$ cat src/rtl/fill_pkg.sv
package fill_pkg;

  typedef enum logic [1:0] {
    FS_IDLE   = 2'd0,
    FS_WRITE  = 2'd1,
    FS_FINISH = 2'd2
  } fill_state_e;

  // 8:8:8 to 1:5:5:5, top bit cleared, upper five bits of each channel kept
  function automatic logic [15:0] rgb24_to_pix(input logic [23:0] rgb);
    return {1'b0, rgb[23:19], rgb[15:11], rgb[7:3]};
  endfunction

endpackage

$ cat src/rtl/fill_pkt_capture.sv
module fill_pkt_capture #(
  parameter int PKT_WORDS = 3
) (
  input  logic        clk,
  input  logic        rst_n,
  input  logic        cmd_valid,
  input  logic [31:0] cmd_data,
  input  logic        accept_en,
  output logic        launch,
  output logic [23:0] colour,
  output logic [31:0] corner,
  output logic [31:0] size
);
  localparam int IDX_W = $clog2(PKT_WORDS);
  localparam logic [IDX_W-1:0] IDX_LAST = IDX_W'(PKT_WORDS - 1);

  logic [IDX_W-1:0] idx_q, idx_d;
  logic             accept;
  logic             colour_en, corner_en;
  logic [23:0]      colour_q;
  logic [31:0]      corner_q;

  assign accept    = cmd_valid && accept_en;
  assign launch    = accept && (idx_q == IDX_LAST);
  assign colour_en = accept && (idx_q == '0);
  assign corner_en = accept && (idx_q == IDX_W'(1));

  always_comb begin
    idx_d = idx_q;
    if (accept) begin
      if (idx_q == IDX_LAST) idx_d = '0;
      else                   idx_d = idx_q + 1'b1;
    end
  end

  always_ff @(posedge clk or negedge rst_n) begin
    if (!rst_n) idx_q <= '0;
    else        idx_q <= idx_d;
  end

  always_ff @(posedge clk or negedge rst_n) begin
    if (!rst_n)         colour_q <= '0;
    else if (colour_en) colour_q <= cmd_data[23:0];
  end

  always_ff @(posedge clk or negedge rst_n) begin
    if (!rst_n)         corner_q <= '0;
    else if (corner_en) corner_q <= cmd_data;
  end

  assign colour = colour_q;
  assign corner = corner_q;
  assign size   = cmd_data;
endmodule

$ cat src/rtl/fill_pix_convert.sv
module fill_pix_convert
  import fill_pkg::*;
(
  input  logic [23:0] colour,
  output logic [15:0] pixel
);
  assign pixel = rgb24_to_pix(colour);
endmodule

$ cat src/rtl/fill_walker.sv
module fill_walker
  import fill_pkg::*;
#(
  parameter int X_BITS    = 10,
  parameter int Y_BITS    = 9,
  parameter int TILE_LOG2 = 4,
  parameter int DIM_BITS  = 16
) (
  input  logic                     clk,
  input  logic                     rst_n,
  input  logic                     launch,
  input  logic [31:0]              corner,
  input  logic [31:0]              size,
  input  logic [15:0]              pix_in,
  input  logic                     mem_ack,
  output logic                     mem_req,
  output logic [X_BITS+Y_BITS-1:0] mem_addr,
  output logic [15:0]              mem_wdata,
  output logic                     busy,
  output logic                     done,
  output logic                     idle
);
  localparam int CNT_W = DIM_BITS + 1;

  fill_state_e         state_q, state_d;
  logic [X_BITS-1:0]   x_start, x_base_q, x_q, x_d;
  logic [Y_BITS-1:0]   y_start, y_q, y_d;
  logic [DIM_BITS-1:0] w_raw, h_raw;
  logic [CNT_W-1:0]    cols_round;
  logic [CNT_W-1:0]    col_q, col_d, col_last_q;
  logic [DIM_BITS-1:0] row_q, row_d, row_last_q;
  logic [15:0]         pix_q;
  logic                empty, load_en, step_en, row_end, last_px;

  assign w_raw   = size[DIM_BITS-1:0];
  assign h_raw   = size[16 +: DIM_BITS];
  assign y_start = corner[16 +: Y_BITS];
  assign empty   = (w_raw == '0) || (h_raw == '0);

  generate
    if (TILE_LOG2 > 0) begin : g_tiled
      localparam logic [CNT_W-1:0]  CMASK = CNT_W'((1 << TILE_LOG2) - 1);
      localparam logic [X_BITS-1:0] XMASK = X_BITS'((1 << TILE_LOG2) - 1);
      assign cols_round = ({1'b0, w_raw} + CMASK) & ~CMASK;
      assign x_start    = corner[X_BITS-1:0] & ~XMASK;
    end else begin : g_plain
      assign cols_round = {1'b0, w_raw};
      assign x_start    = corner[X_BITS-1:0];
    end
  endgenerate

  assign load_en = (state_q == FS_IDLE) && launch;
  assign step_en = (state_q == FS_WRITE) && mem_ack;
  assign row_end = (col_q == col_last_q);
  assign last_px = row_end && (row_q == row_last_q);

  // next state
  always_comb begin
    state_d = state_q;
    unique case (state_q)
      FS_IDLE:   if (launch)  state_d = empty ? FS_FINISH : FS_WRITE;
      FS_WRITE:  if (mem_ack && last_px) state_d = FS_FINISH;
      FS_FINISH: state_d = FS_IDLE;
      default:   state_d = FS_IDLE;
    endcase
  end

  // next position
  always_comb begin
    if (load_en) begin
      x_d   = x_start;
      y_d   = y_start;
      col_d = '0;
      row_d = '0;
    end else if (row_end) begin
      x_d   = x_base_q;
      y_d   = y_q + 1'b1;
      col_d = '0;
      row_d = row_q + 1'b1;
    end else begin
      x_d   = x_q + 1'b1;
      y_d   = y_q;
      col_d = col_q + 1'b1;
      row_d = row_q;
    end
  end

  always_ff @(posedge clk or negedge rst_n) begin
    if (!rst_n) state_q <= FS_IDLE;
    else        state_q <= state_d;
  end

  always_ff @(posedge clk or negedge rst_n) begin
    if (!rst_n) begin
      x_base_q   <= '0;
      col_last_q <= '0;
      row_last_q <= '0;
      pix_q      <= '0;
    end else if (load_en) begin
      x_base_q   <= x_start;
      col_last_q <= cols_round - 1'b1;
      row_last_q <= h_raw - 1'b1;
      pix_q      <= pix_in;
    end
  end

  always_ff @(posedge clk or negedge rst_n) begin
    if (!rst_n) begin
      x_q   <= '0;
      y_q   <= '0;
      col_q <= '0;
      row_q <= '0;
    end else if (load_en || step_en) begin
      x_q   <= x_d;
      y_q   <= y_d;
      col_q <= col_d;
      row_q <= row_d;
    end
  end

  assign mem_req   = (state_q == FS_WRITE);
  assign mem_addr  = {y_q, x_q};
  assign mem_wdata = pix_q;
  assign busy      = (state_q != FS_IDLE);
  assign done      = (state_q == FS_FINISH);
  assign idle      = (state_q == FS_IDLE);
endmodule

$ cat src/rtl/rect_fill_engine.sv
module rect_fill_engine #(
  parameter int X_BITS    = 10,
  parameter int Y_BITS    = 9,
  parameter int TILE_LOG2 = 4,
  parameter int DIM_BITS  = 16,
  parameter int SYNC_LEN  = 2
) (
  input  logic                     clk,
  input  logic                     rst_n,
  input  logic                     cmd_valid,
  input  logic [31:0]              cmd_data,
  output logic                     cmd_ready,
  output logic                     mem_req,
  output logic [X_BITS+Y_BITS-1:0] mem_addr,
  output logic [15:0]              mem_wdata,
  input  logic                     mem_ack,
  output logic                     busy,
  output logic                     done
);
  logic [SYNC_LEN-1:0] rst_pipe_q;
  logic                rst_int_n;
  logic                launch, idle;
  logic [23:0]         colour;
  logic [31:0]         corner, size;
  logic [15:0]         pixel;

  // asynchronous assertion, synchronous release
  always_ff @(posedge clk or negedge rst_n) begin
    if (!rst_n) rst_pipe_q <= '0;
    else        rst_pipe_q <= {rst_pipe_q[SYNC_LEN-2:0], 1'b1};
  end
  assign rst_int_n = rst_pipe_q[SYNC_LEN-1];

  fill_pkt_capture #(.PKT_WORDS(3)) u_capture (
    .clk       (clk),
    .rst_n     (rst_int_n),
    .cmd_valid (cmd_valid),
    .cmd_data  (cmd_data),
    .accept_en (idle),
    .launch    (launch),
    .colour    (colour),
    .corner    (corner),
    .size      (size)
  );

  fill_pix_convert u_convert (
    .colour (colour),
    .pixel  (pixel)
  );

  fill_walker #(
    .X_BITS    (X_BITS),
    .Y_BITS    (Y_BITS),
    .TILE_LOG2 (TILE_LOG2),
    .DIM_BITS  (DIM_BITS)
  ) u_walker (
    .clk       (clk),
    .rst_n     (rst_int_n),
    .launch    (launch),
    .corner    (corner),
    .size      (size),
    .pix_in    (pixel),
    .mem_ack   (mem_ack),
    .mem_req   (mem_req),
    .mem_addr  (mem_addr),
    .mem_wdata (mem_wdata),
    .busy      (busy),
    .done      (done),
    .idle      (idle)
  );

  assign cmd_ready = idle;
endmodule

$ cat config.mk
export PLATFORM = sky130hd
export DESIGN_NAME = rect_fill_engine
export DESIGN_NICKNAME = d
export VERILOG_FILES = /design/src/rtl/fill_pkg.sv /design/src/rtl/fill_pkt_capture.sv /design/src/rtl/fill_pix_convert.sv /design/src/rtl/fill_walker.sv /design/src/rtl/rect_fill_engine.sv
export SDC_FILE = /design/constraint.sdc
export NUM_CORES = 1
export LEC_CHECK = 0
export ABC_AREA = 1
export BUFFER_PORTS_ARGS = -buffer_cell sky130_fd_sc_hd__clkbuf_2
export CAP_MARGIN = 15
export CORE_AREA = 2 2 127 129
export CTS_CLUSTER_DIAMETER = 200
export CTS_CLUSTER_SIZE = 24
export DETAILED_ROUTE_END_ITERATION = 8
export DIE_AREA = 0 0 129 131
export GPL_TIMING_DRIVEN = 1
export PLACE_DENSITY = 0.86
export SETUP_SLACK_MARGIN = 0.4
export SYNTH_ARGS = -nofsm -noshare
export SYNTH_HDL_FRONTEND = slang
export SYNTH_HIERARCHICAL = 1
export SYNTH_SLANG_ARGS = --single-unit
$ cat constraint.sdc
create_clock -name clk -period 6.6 [get_ports clk]
set_input_delay 0.99 -clock clk [delete_from_list [all_inputs] [get_ports clk]]
set_output_delay 0.99 -clock clk [all_outputs]
set_load 0.03 [all_outputs]
Word level (Yosys, flattened, before mapping) --
Cells that the tools add are included.
Word-level totals: bits in registers 161, input bits 36, output and inout port bits 39, logic and storage cells 60
Operators by class: add/subtract/negate cells 8, equality and inequality tests 8, muxes and demuxes 13, reductions and logical operators 18
Operators with widths (count):
- $mux 17 | 2
- $logic_not 16->1 | 2
- $mux 16 | 2
- $mux 10 | 2
- $mux 9 | 2
- $add 16x4->17 const B | 1
- $add 17x1->17 const B | 1
- $eq 17x17->1 | 1
- $sub 17x1->17 const B | 1
- $add 16x1->16 const B | 1
- $eq 16x16->1 | 1
- $sub 16x1->16 const B | 1
- $add 10x1->10 const B | 1
- $add 9x1->9 const B | 1
- $logic_and 1x1->1 | 8
- $mux 2 | 4
- $eq 2x1->1 const B | 2
- $eq 2x2->1 const B | 2
- $logic_not 2->1 | 2
- $pmux 2 s2 | 1
- $reduce_and 2->1 | 2
- $reduce_bool 2->1 | 2
- $add 2x1->2 const B | 1
- $logic_or 1x1->1 | 2
- other kinds (2) | 2

Logic depth before layout (Yosys ltp) --
Gate-level depths: netlist of run 1.
depth after elaboration 6, depth in mapped cells 15, mapped depth without buffers 13

By module --
The synthesis of run 1 kept the hierarchy.
By module, submodules not included:
- fill_walker | instances 1, cells an instance 853, area an instance 6332.3 um^2, seq. area each 2652.5 um^2
- fill_pkt_capture | instances 1, cells an instance 285, area an instance 2578.7 um^2, seq. area each 1451.4 um^2
- fill_pix_convert | instances 1, cells an instance 17, area an instance 123.9 um^2, seq. area each 0.0 um^2
- rect_fill_engine | instances 1, cells an instance 3, area an instance 53.8 um^2, seq. area each 50.0 um^2

Least setup slack after synthesis of run 1 --
Ideal clock, no wire load.
kind input -> register, start input port cmd_data[0], end register u_walker.col_last_q[12], library setup time 116 ps, arrival 2434 ps, data required time 6484 ps, path slack 4049 ps, cell stages on the path 14, cells stage by stage buf_4 > nor2_1 > nand2_1 > buf_2 > nand2_1 > nand2_1 > nand2_1 > ha_1 > nand2_1 > a21oi_1 > nand2_1 > xor2_1 > nand2_1 > nand2_1
On the way: cells in the longest elaborated chain, start to end 2
RTL lines:
- start: declaration | line rect_fill_engine.sv:11 | input logic [31:0] cmd_data,
- $add 16x4->17 | line fill_walker.sv:44 | assign cols_round = ({1'b0, w_raw} + CMASK) & ~CMASK;
- $sub 17x1->17 | line fill_walker.sv:101 | col_last_q <= cols_round - 1'b1;
- end signal: assignment | line fill_walker.sv:101
- end: declaration | line fill_walker.sv:30 | logic [CNT_W-1:0] col_q, col_d, col_last_q;
No other way between the ends. A chain may end at the register's enable or synchronous reset.

Final worst setup path of run 1 --
start register u_walker.state_q[1], end register u_walker.y_q[4]
On the way: cells in the longest elaborated chain, start to end 6, elaborated cells between the ends (all ways) 10, those cells by class eq/ne (1); mux (1); reduce/logical (8)
RTL lines:
- start: declaration | line fill_walker.sv:25 | fill_state_e state_q, state_d;
- start signal: assignment | line fill_walker.sv:90 | else state_q <= state_d;
- $logic_not 2->1 * | line fill_walker.sv:126 | assign idle = (state_q == FS_IDLE);
- $logic_and 1x1->1 * | line fill_pkt_capture.sv:23 | assign accept = cmd_valid && accept_en;
- $logic_and 1x1->1 * | line fill_pkt_capture.sv:24 | assign launch = accept && (idx_q == IDX_LAST);
- net launch | line rect_fill_engine.sv:22 | logic launch, idle;
- $logic_and 1x1->1 * | line fill_walker.sv:52 | assign load_en = (state_q == FS_IDLE) && launch;
- $reduce_bool 2->1 (no source line) / $logic_or 1x1->1 (equally long branches)
- $reduce_and 2->1 (no source line)
- end signal: assignment | line fill_walker.sv:115 | y_q <= y_d;
- end: declaration | line fill_walker.sv:27 | logic [Y_BITS-1:0] y_start, y_q, y_d;
The timed path passes the listed nets; every way through them passes the cells marked *.

==> flow_summary.json, run 1 <==
{
  "rr_startpoint": "u_walker/state_q[1]$_DFFE_PN0P_",
  "cp-startpoint": "u_walker/state_q[1]$_DFFE_PN0P_",
  "mostFrequentLayoutCell": "nand2_1",
  "met3_usage_pct": 4.72,
  "wl_per_cell_um": 14.6,
  "antenna_cells": 0,
  "finalWirelength_um": 18800,
  "syn_area_per_cell_sq_um": 7.70,
  "die_y_um": 131,
  "critPathCaptureType": "flop",
  "maxSlewViolCount": 0,
  "status": "completed",
  "syn-num-nets": 1096,
  "path_class": "flop to flop",
  "path_clk_slew_ns": 0.06,
  "clk_path_buf_depth": 2,
  "first_pass_iters": 5,
  "viasPerCell": 5.31,
  "top_usage_layer": "met2",
  "cts_buffers": 17,
  "post-route-period-util_pct": 48.0,
  "cp_max_fo": 40,
  "die_w_um": 129,
  "ys.warnings.count": 6,
  "cts_tree": "built",
  "ir_drop_v": 0.000380,
  "max_stage_delay_ns": 0.55,
  "cp_cell_sequence": "nor2_1, nand2_1, nor3_1, nand2_2, inv_2, buf_4, o21ai_0, nand2_1, o21ai_0",
  "leakage_nw": 4.41,
  "drive_gt1_share_pct": 13.1,
  "whs_ns": 0.337,
  "area_growth_pct": 7.93,
  "p_per_area_mw_per_mm2": 420,
  "gr-usage-met1_pct": 33.6,
  "finalSetupViolCount": 0,
  "reg2reg_slack_ns": 3.43,
  "grt_max_degree": 79,
  "drt.antenna.violating_nets": 0,
  "required_ns": 6.90,
  "grt_pass1_wl_um": 31600,
  "htree_levels": 4,
  "worstMarginPinSlew_ns": 0.985,
  "met2_usage_pct": 36.2,
  "cts-root-buf": "clkbuf_16",
  "cts.sinks": 140,
  "fmax_mhz": 316,
  "place_congestion": 0.884,
  "synth_area_sq_mm": 0.00811,
  "min_period_ns": 3.17,
  "tns_ns": 0,
  "numPortBuffers": 74,
  "mostFrequentLayoutCells": "333 x nand2_1, 139 x dfrtp_1, 95 x nor2_1",
  "dp_hpwl_um": 13100,
  "antenna_found_initial": 0,
  "hold_buffers": 0,
  "post_cts_resized": 0,
  "worstSetupStartpointType": "flop",
  "cts_setup_buffers": 0,
  "ff2ff_path_depth": 9,
  "vias": 6838,
  "die_area_sq_mm": 0.0169,
  "hold_path_class": "input pin to async pin",
  "synthCells": 1054,
  "rsz0062_at_grt": "false",
  "ios": 75,
  "first_global_vias": 6497,
  "crit_cells": 9,
  "core.rowCount": 46,
  "r2r_end": "u_walker/y_q[4]$_DFFE_PN0P_",
  "path_buf_inv": 2,
  "drc_errors": 0,
  "core-area_sq_mm": 0.0156,
  "crit_slowest_cell": "inv_2",
  "gr-total-overflow": 0,
  "drt_iter0_drc": 691,
  "finalPower_w": 0.00368,
  "cap_violations": 0,
  "worstSetupEndpoint": "u_walker/y_q[4]$_DFFE_PN0P_",
  "nets": 1100,
  "finalHoldViolations": 0,
  "skew_ns": 0.00977,
  "clk_latency_ns": 0.43,
  "grt_usage_pct": 23.7,
  "relSlewSlack_pct": 34.3,
  "cp.arrival_ns": 3.46,
  "initial_utilization_pct": 52.0,
  "critPathTopFamily": "simple AND/OR/NAND/NOR gates"
}
[power breakdown]
| group | internal [W] | switching, W | total, W |
|---|---|---|---|
| combinational | 0.000393 | 0.000822 | 0.00121 |
| sequential | 0.00118 | 0.000287 | 0.00147 |
| clock | 0.000615 | 0.000379 | 0.000993 |
[how the worst min path moves through the flow]
stage,from,end,slack [ns],cells after the start
global placement,rst_pipe_q[0]$_DFF_PN0_,rst_pipe_q[1]$_DFF_PN0_,0.34,0
detailed placement,rst_pipe_q[0]$_DFF_PN0_,rst_pipe_q[1]$_DFF_PN0_,0.34,0
finish,rst_n,rst_pipe_q[0]$_DFF_PN0_,0.34,1
floorplan,rst_pipe_q[0]$_DFF_PN0_,rst_pipe_q[1]$_DFF_PN0_,0.33,0
global route,rst_n,rst_pipe_q[0]$_DFF_PN0_,0.33,1
CTS,rst_n,rst_pipe_q[0]$_DFF_PN0_,0.32,1
[metal layers]
metal  routed length (um)  up-vias
met5                    0        -
met4                  402        0
met3                 1360       33
met2                 8400      298
met1                 8620     3186
li1                     -     3321
[worst register-to-register path: stages, from the launching register on]
cell     delay, ns
dfrtp_1       0.39
nor2_1        0.34
nand2_1       0.18
nor3_1        0.33
nand2_2       0.42
inv_2         0.56
buf_4         0.48
o21ai_0       0.18
nand2_1       0.08
o21ai_0       0.08
[final cells by class]
type / instances / area (sq um)
clock buffer: 19 / 453
clock inverter: 13 / 166
fill: 1364 / 6840
inverter: 75 / 284
multi-input combinational: 747 / 3680
sequential: 140 / 3510
tap: 216 / 270
timing repair buffer: 77 / 393
[per-stage QoR]
stage	util (%)	cells	cell area [sq um]	setup WS, ns
2_1_floorplan	-	1054	8110	2.41
3_3_place_gp	52.2	1255	8140	3.27
3_5_place_dp	52.2	1255	8140	3.21
4_1_cts	56.1	1287	8760	3.47
5_1_grt	56.1	1287	8760	3.09
6_report	56.1	1287	8760	3.43
[flip-flops by register name, summed over array words and instances (netlist names)]
register,count
u_walker/col_q,17
u_walker/mem_wdata,16
u_walker/row_last_q,16
u_walker/row_q,16
u_capture/colour,15
u_capture/corner,15
u_walker/col_last_q,14
u_walker/x_q,10
u_walker/y_q,9
u_walker/x_base_q,6
rst_pipe_q,2
u_capture/idx_q,2
u_walker/state_q,2
Power figures use the tool's default switching activity.
==> run 2: changes to the inputs <==
Settings changed: CORE_AREA 2 2 127 129 to 2 2 132 134, DIE_AREA 0 0 129 131 to 0 0 134 136, PLACE_DENSITY 0.86 to 0.84.
Clock period 6.6 ns to 2.9 ns, I/O delays scaled along.
==> run 2 against run 1 <==
Effect of this change: total power is 140% higher; flip-flop and latch count is the same; first-iteration DRC count shrank 14%; core utilization down 3.3 points; largest power group unchanged; clock power rose to 2.5 times the previous value; via count increased by 1.4%; sequential share of layout area shrank 0.72 points; register-to-register slack lost 2.8 ns; worst setup slack worse by 2.8 ns; wire length grew 3.1%; die area increased by 7.8%.
==> flow_summary.json, run 2 (synthesized netlist as in run 1, its figures left out) <==
{
  "highest_layer": "met4",
  "vias": 6934,
  "cp-startpoint": "u_walker/state_q[1]$_DFFE_PN0P_",
  "swShare_pct": 38.8,
  "htree_levels": 4,
  "drt-met1-wl_um": 8650,
  "max_stage_delay_ns": 0.39,
  "path_clk_slew_ns": 0.06,
  "multi_input_area_sq_mm": 0.00370,
  "cp_max_fo": 24,
  "fin_ws_ns": 0.669,
  "gr-total-overflow": 0,
  "clk_latency_ns": 0.42,
  "finalSetupViolCount": 0,
  "leakage_nw": 4.50,
  "core.rowCount": 48,
  "mostFrequentLayoutCells": "333 x nand2_1, 139 x dfrtp_1, 95 x nor2_1",
  "worstSetupStartpointType": "flop",
  "post-route-period-util_pct": 76.9,
  "largest-register": "u_walker/col_q",
  "path_buf_inv": 3,
  "relSlewSlack_pct": 47.2,
  "tns_ns": 0,
  "combinationalPowerShare_pct": 32.7,
  "cts_setup_buffers": 0,
  "die_area_sq_mm": 0.0182,
  "ir_drop_v": 0.000732,
  "ios": 75,
  "p_clk_share_pct": 29.0,
  "mostFrequentLayoutCell": "nand2_1",
  "rsz0062_at_grt": "false",
  "cts-root-buf": "clkbuf_16",
  "critPathCaptureType": "flop",
  "maxSlewViolCount": 0,
  "first_global_vias": 6581,
  "path_class": "flop to flop",
  "rr_startpoint": "u_walker/state_q[1]$_DFFE_PN0P_",
  "cp.arrival_ns": 2.57,
  "cts_tree": "built",
  "drc_errors": 0,
  "die_w_um": 134,
  "required_ns": 3.24,
  "initial_utilization_pct": 48.1,
  "wl_per_cell_um": 14.9,
  "antenna_cells": 0,
  "dp_hpwl_um": 13200,
  "finalHoldViolations": 0,
  "fmax_mhz": 448,
  "cts.sinks": 140,
  "largest_register_ff_count": 17,
  "filler_cell_count": 1471,
  "p_int_w": 0.00531,
  "first_pass_iters": 5,
  "core-area_sq_mm": 0.0169,
  "final_util_pct": 52.8,
  "area_growth_pct": 9.92,
  "die_y_um": 136,
  "clk_path_buf_depth": 2,
  "cp_cell_sequence": "nor2_1, buf_4, nand2_1, nor3_2, nand2_2, buf_4, nand2_8, inv_2, nor2_1, a31oi_1, nor3_1",
  "wl_met3_um": 1530,
  "hp-start": "cmd_data[3]",
  "numPortBuffers": 74,
  "viasPerCell": 5.33,
  "grt_usage_pct": 22.2,
  "drt.antenna.violating_nets": 0,
  "met2WireLength_um": 8840,
  "grt_max_degree": 53,
  "switchingPower_w": 0.00336,
  "cts_buffers": 17,
  "seq_area_sq_mm": 0.00351,
  "status": "completed",
  "min_period_ns": 2.23,
  "pre_cts_ws_ns": 0.489,
  "hold_path_class": "input pin to flop",
  "finalWirelength_um": 19400,
  "place_congestion": 0.898,
  "power_frac_seq_pct": 38.2,
  "critPathTopFamily": "simple AND/OR/NAND/NOR gates",
  "antenna_found_initial": 0,
  "p_per_area_mw_per_mm2": 972,
  "drive_gt1_share_pct": 13.5,
  "drt_iter0_drc": 595,
  "cap_violations": 0,
  "crit_slowest_cell": "dfrtp_1",
  "grt_pass1_wl_um": 32100,
  "skew_ns": 0.00806,
  "worstMarginPinSlew_ns": 0.790,
  "nets": 1106
}
## run 2: cell count changes in the layout (fill, tap and decap cells not counted), sizes merged
cell	previous run	this run
buf	3	8
dlygate4sd3	0	1
clkinvlp	6	0
clkbuf	93	95
inv	76	75
bufinv	3	6
clkinv	3	5
## run 2: tightest hold or removal path, cell delays in order
cell and delay, ns:
clkbuf_2 0.09, nand3_1 0.07, nand2_1 0.05
## run 2: power by group through the flow
stage	clock network, W	logic [W]	registers [W]
after floorplan	0	0.00199	0.00357
final	0.00252	0.00284	0.00331
after CTS	0.00255	0.00282	0.00331
after global placement	0	0.00270	0.00329
after global routing	0.00264	0.00316	0.00341
after detailed placement	0	0.00278	0.00332
## run 2: layer usage
| layer | vias to the layer above | GRT usage [%] |
|---|---|---|
| li1 | 3326 | - |
| met1 | 3280 | 29.9 |
| met2 | 296 | 34.3 |
| met3 | 32 | 5.63 |
| met4 | 0 | 8.75 |
| met5 | - | 0 |
## run 2: through the flow
stage / instances / cell area, sq um / hold slack [ns] / total power [W]
5_1_grt: 1302 / 8920 / 0.250 / 0.00922
3_3_place_gp: 1269 / 8210 / 0.223 / 0.00600
6_report: 1302 / 8920 / 0.252 / 0.00867
4_1_cts: 1302 / 8900 / 0.239 / 0.00868
3_5_place_dp: 1269 / 8210 / 0.223 / 0.00611
2_1_floorplan: 1054 / 8110 / 0.139 / 0.00556
## run 2: path summary, 6_finish.rpt
kind                       depth (start not counted)                                  to  slack (ns)
setup / recovery                                  11      u_walker/col_q[12]$_DFFE_PN0P_        0.67
min in group asynchronous                          0  u_walker/mem_wdata[11]$_DFFE_PN0P_        0.26
setup reg to reg                                  11      u_walker/col_q[12]$_DFFE_PN0P_        0.67
max in group asynchronous                          1       u_walker/col_q[5]$_DFFE_PN0P_        1.83
hold reg to reg                                    0  u_walker/mem_wdata[11]$_DFFE_PN0P_        0.26
hold / removal                                     3     u_capture/colour[3]$_DFFE_PN0P_        0.25
## run 2: repair_timing
item	4_1_cts	5_1_grt
gates resized for setup	0	2
endpoints found under the hold margin	2	0
setup endpoints to repair	0	20
hold buffers	1	0
## run 2: layout make-up
cell class	count	area share [%]
Sequential cell	140	39.3
Inverter	75	3.19
Clock inverter	11	2.39
Clock buffer	21	5.28
Timing Repair Buffer	83	5.22
Tap cell	225	3.16
Multi-Input combinational cell	747	41.4
==> run 3: changes to the inputs <==
Settings changed: CORE_AREA 2 2 132 134 to 2 2 127 129, DIE_AREA 0 0 134 136 to 0 0 129 131, PLACE_DENSITY 0.84 to 0.86.
Clock period 2.9 ns to 2.18 ns, I/O delays scaled along.
==> run 3 against run 2 <==
Effect of this change: final cell count is 2.6% higher; highest routed layer unchanged; core utilization is 7.9 points higher; wire length is 16% higher.
==> flow_summary.json, run 3 (synthesized netlist as in run 1, its figures left out) <==
{
  "status": "completed",
  "die_w_um": 129,
  "die_y_um": 131,
  "first_global_vias": 6708,
  "maxSlewViolCount": 0,
  "post-route-period-util_pct": 89.2,
  "cp.arrival_ns": 2.25,
  "htree_levels": 4,
  "finalWirelength_um": 22400,
  "mostFrequentLayoutCell": "nand2_1",
  "first_pass_iters": 7,
  "cts_buffers": 17,
  "drt.antenna.violating_nets": 0,
  "gr-usage-met1_pct": 33.8,
  "cap_violations": 0,
  "hp-start": "cmd_data[16]",
  "largest-register": "u_walker/col_q",
  "rsz0062_at_grt": "true",
  "core.rowCount": 46,
  "area_growth_pct": 16.7,
  "path_class": "flop to flop",
  "placed_area_sq_mm": 0.00829,
  "seq_area_sq_mm": 0.00352,
  "design_area_sq_mm": 0.00947,
  "largest_register_ff_count": 17,
  "place_congestion": 0.891,
  "holdPathEnd": "u_walker/row_last_q[0]$_DFFE_PN0P_",
  "cts-root-buf": "clkbuf_16",
  "ff2ff_path_depth": 10,
  "ir_drop_v": 0.000925,
  "worstMarginPinSlew_ns": 0.597,
  "grt_max_degree": 49,
  "vias": 7599,
  "reg2reg_slack_ns": 0.24,
  "initial_utilization_pct": 52.0,
  "dp_hpwl_um": 13500,
  "drc_errors": 0,
  "worstSetupStartpointType": "flop",
  "drt_iter0_drc": 999,
  "finalSetupViolCount": 0,
  "viasPerCell": 5.69,
  "gr-total-overflow": 0,
  "relSlewSlack_pct": 60.2,
  "clk_path_buf_depth": 2,
  "fmax_mhz": 515,
  "core-area_sq_mm": 0.0156,
  "hold_depth": 2,
  "finalHoldViolations": 0,
  "required_ns": 2.49,
  "multi_input_area_sq_mm": 0.00394,
  "grt_pass1_wl_um": 32900,
  "wl_per_cell_um": 16.8,
  "skew_ns": 0.0131,
  "hold_path_class": "input pin to flop",
  "drive_gt1_share_pct": 20.9,
  "top_usage_layer": "met2",
  "tns_ns": 0,
  "clk_latency_ns": 0.44,
  "antenna_found_initial": 0,
  "leakage_nw": 4.74,
  "path_clk_slew_ns": 0.06,
  "rr_startpoint": "u_walker/col_q[10]$_DFFE_PN0P_",
  "p_per_area_mw_per_mm2": 1260,
  "min_period_ns": 1.94,
  "mostFrequentLayoutCells": "318 x nand2_1, 130 x dfrtp_1, 84 x nor2_1",
  "grt_usage_pct": 24.8,
  "cts.sinks": 140,
  "r2r_end": "u_walker/col_q[16]$_DFFE_PN0P_",
  "ios": 75,
  "nets": 1149,
  "numPortBuffers": 74,
  "critPathCaptureType": "flop",
  "antenna_cells": 0,
  "die_area_sq_mm": 0.0169,
  "cts_tree": "built",
  "met2_usage_pct": 37.6,
  "cp_max_fo": 7,
  "filler_cell_count": 1267,
  "met3_usage_pct": 6.68
}
[run 3: metrics by stage]
step | setup slack [ns] | hold slack [ns] | cells | utilization (%) | total power (W)
final | 0.236 | 0.152 | 1336 | 60.7 | 0.0119
after global routing | 0.177 | 0.155 | 1336 | 60.7 | 0.0126
after CTS | 0.390 | 0.150 | 1306 | 58.1 | 0.0114
after detailed placement | 0.0920 | 0.115 | 1263 | 53.2 | 0.00825
after global placement | 0.195 | 0.113 | 1263 | 53.2 | 0.00808
after floorplan | 0.361 | 0.0314 | 1054 | - | 0.00751
[run 3: routing by layer]
layer | share of wire (%) | vias up
met2 | 46 | 525
met4 | 4.3 | 0
li1 | - | 3436
met3 | 10 | 122
met1 | 40 | 3516
met5 | 0 | -
[run 3: worst max-delay path by stage]
stage | from | endpoint | slack (ns) | cells past startpoint
2_1_floorplan | u_walker/state_q[0]$_DFFE_PN0P_ | u_walker/col_q[6]$_DFFE_PN0P_ | 0.36 | 10
3_3_place_gp | u_walker/state_q[0]$_DFFE_PN0P_ | u_walker/row_q[9]$_DFFE_PN0P_ | 0.20 | 8
3_5_place_dp | u_walker/state_q[0]$_DFFE_PN0P_ | u_walker/row_q[9]$_DFFE_PN0P_ | 0.09 | 8
4_1_cts | u_walker/col_q[11]$_DFFE_PN0P_ | u_walker/y_q[3]$_DFFE_PN0P_ | 0.39 | 10
5_1_grt | u_walker/col_q[5]$_DFFE_PN0P_ | u_walker/col_q[16]$_DFFE_PN0P_ | 0.18 | 9
6_report | u_walker/col_q[10]$_DFFE_PN0P_ | u_walker/col_q[16]$_DFFE_PN0P_ | 0.24 | 10
[run 3: area by class of cell]
cell class / instances / area share [%]
Multi-Input combinational cell: 752 / 41.6
Tap cell: 216 / 2.85
Clock buffer: 19 / 4.68
Inverter: 75 / 3.45
Timing Repair inverter: 1 / 0.172
Sequential cell: 140 / 37.1
Clock inverter: 13 / 1.74
Timing Repair Buffer: 120 / 8.35
[run 3: power breakdown]
| group | switching (W) | internal [W] |
|---|---|---|
| Combinational | 0.00294 | 0.00151 |
| Sequential | 0.000879 | 0.00359 |
| Clock | 0.00116 | 0.00184 |
[run 3: worst max-delay path, cell delays in order, from the launching register on]
cell	delay, ns
dfrtp_2	0.46
xor2_1	0.17
nor2_1	0.14
nand4_1	0.15
nor2_2	0.21
nand2_4	0.12
buf_4	0.17
nand2_4	0.09
nand2_4	0.09
o21ai_1	0.13
nor2_1	0.08
[run 3: timing repair]
item | 4_1_cts | 5_1_grt
pin swaps | 4 | 21
gates cloned | 3 | 3
hold endpoints to repair | 2 | 0
endpoints found under the setup margin | 70 | 80
hold buffers | 1 | 0
gates resized for setup | 14 | 52
setup buffers | 7 | 27
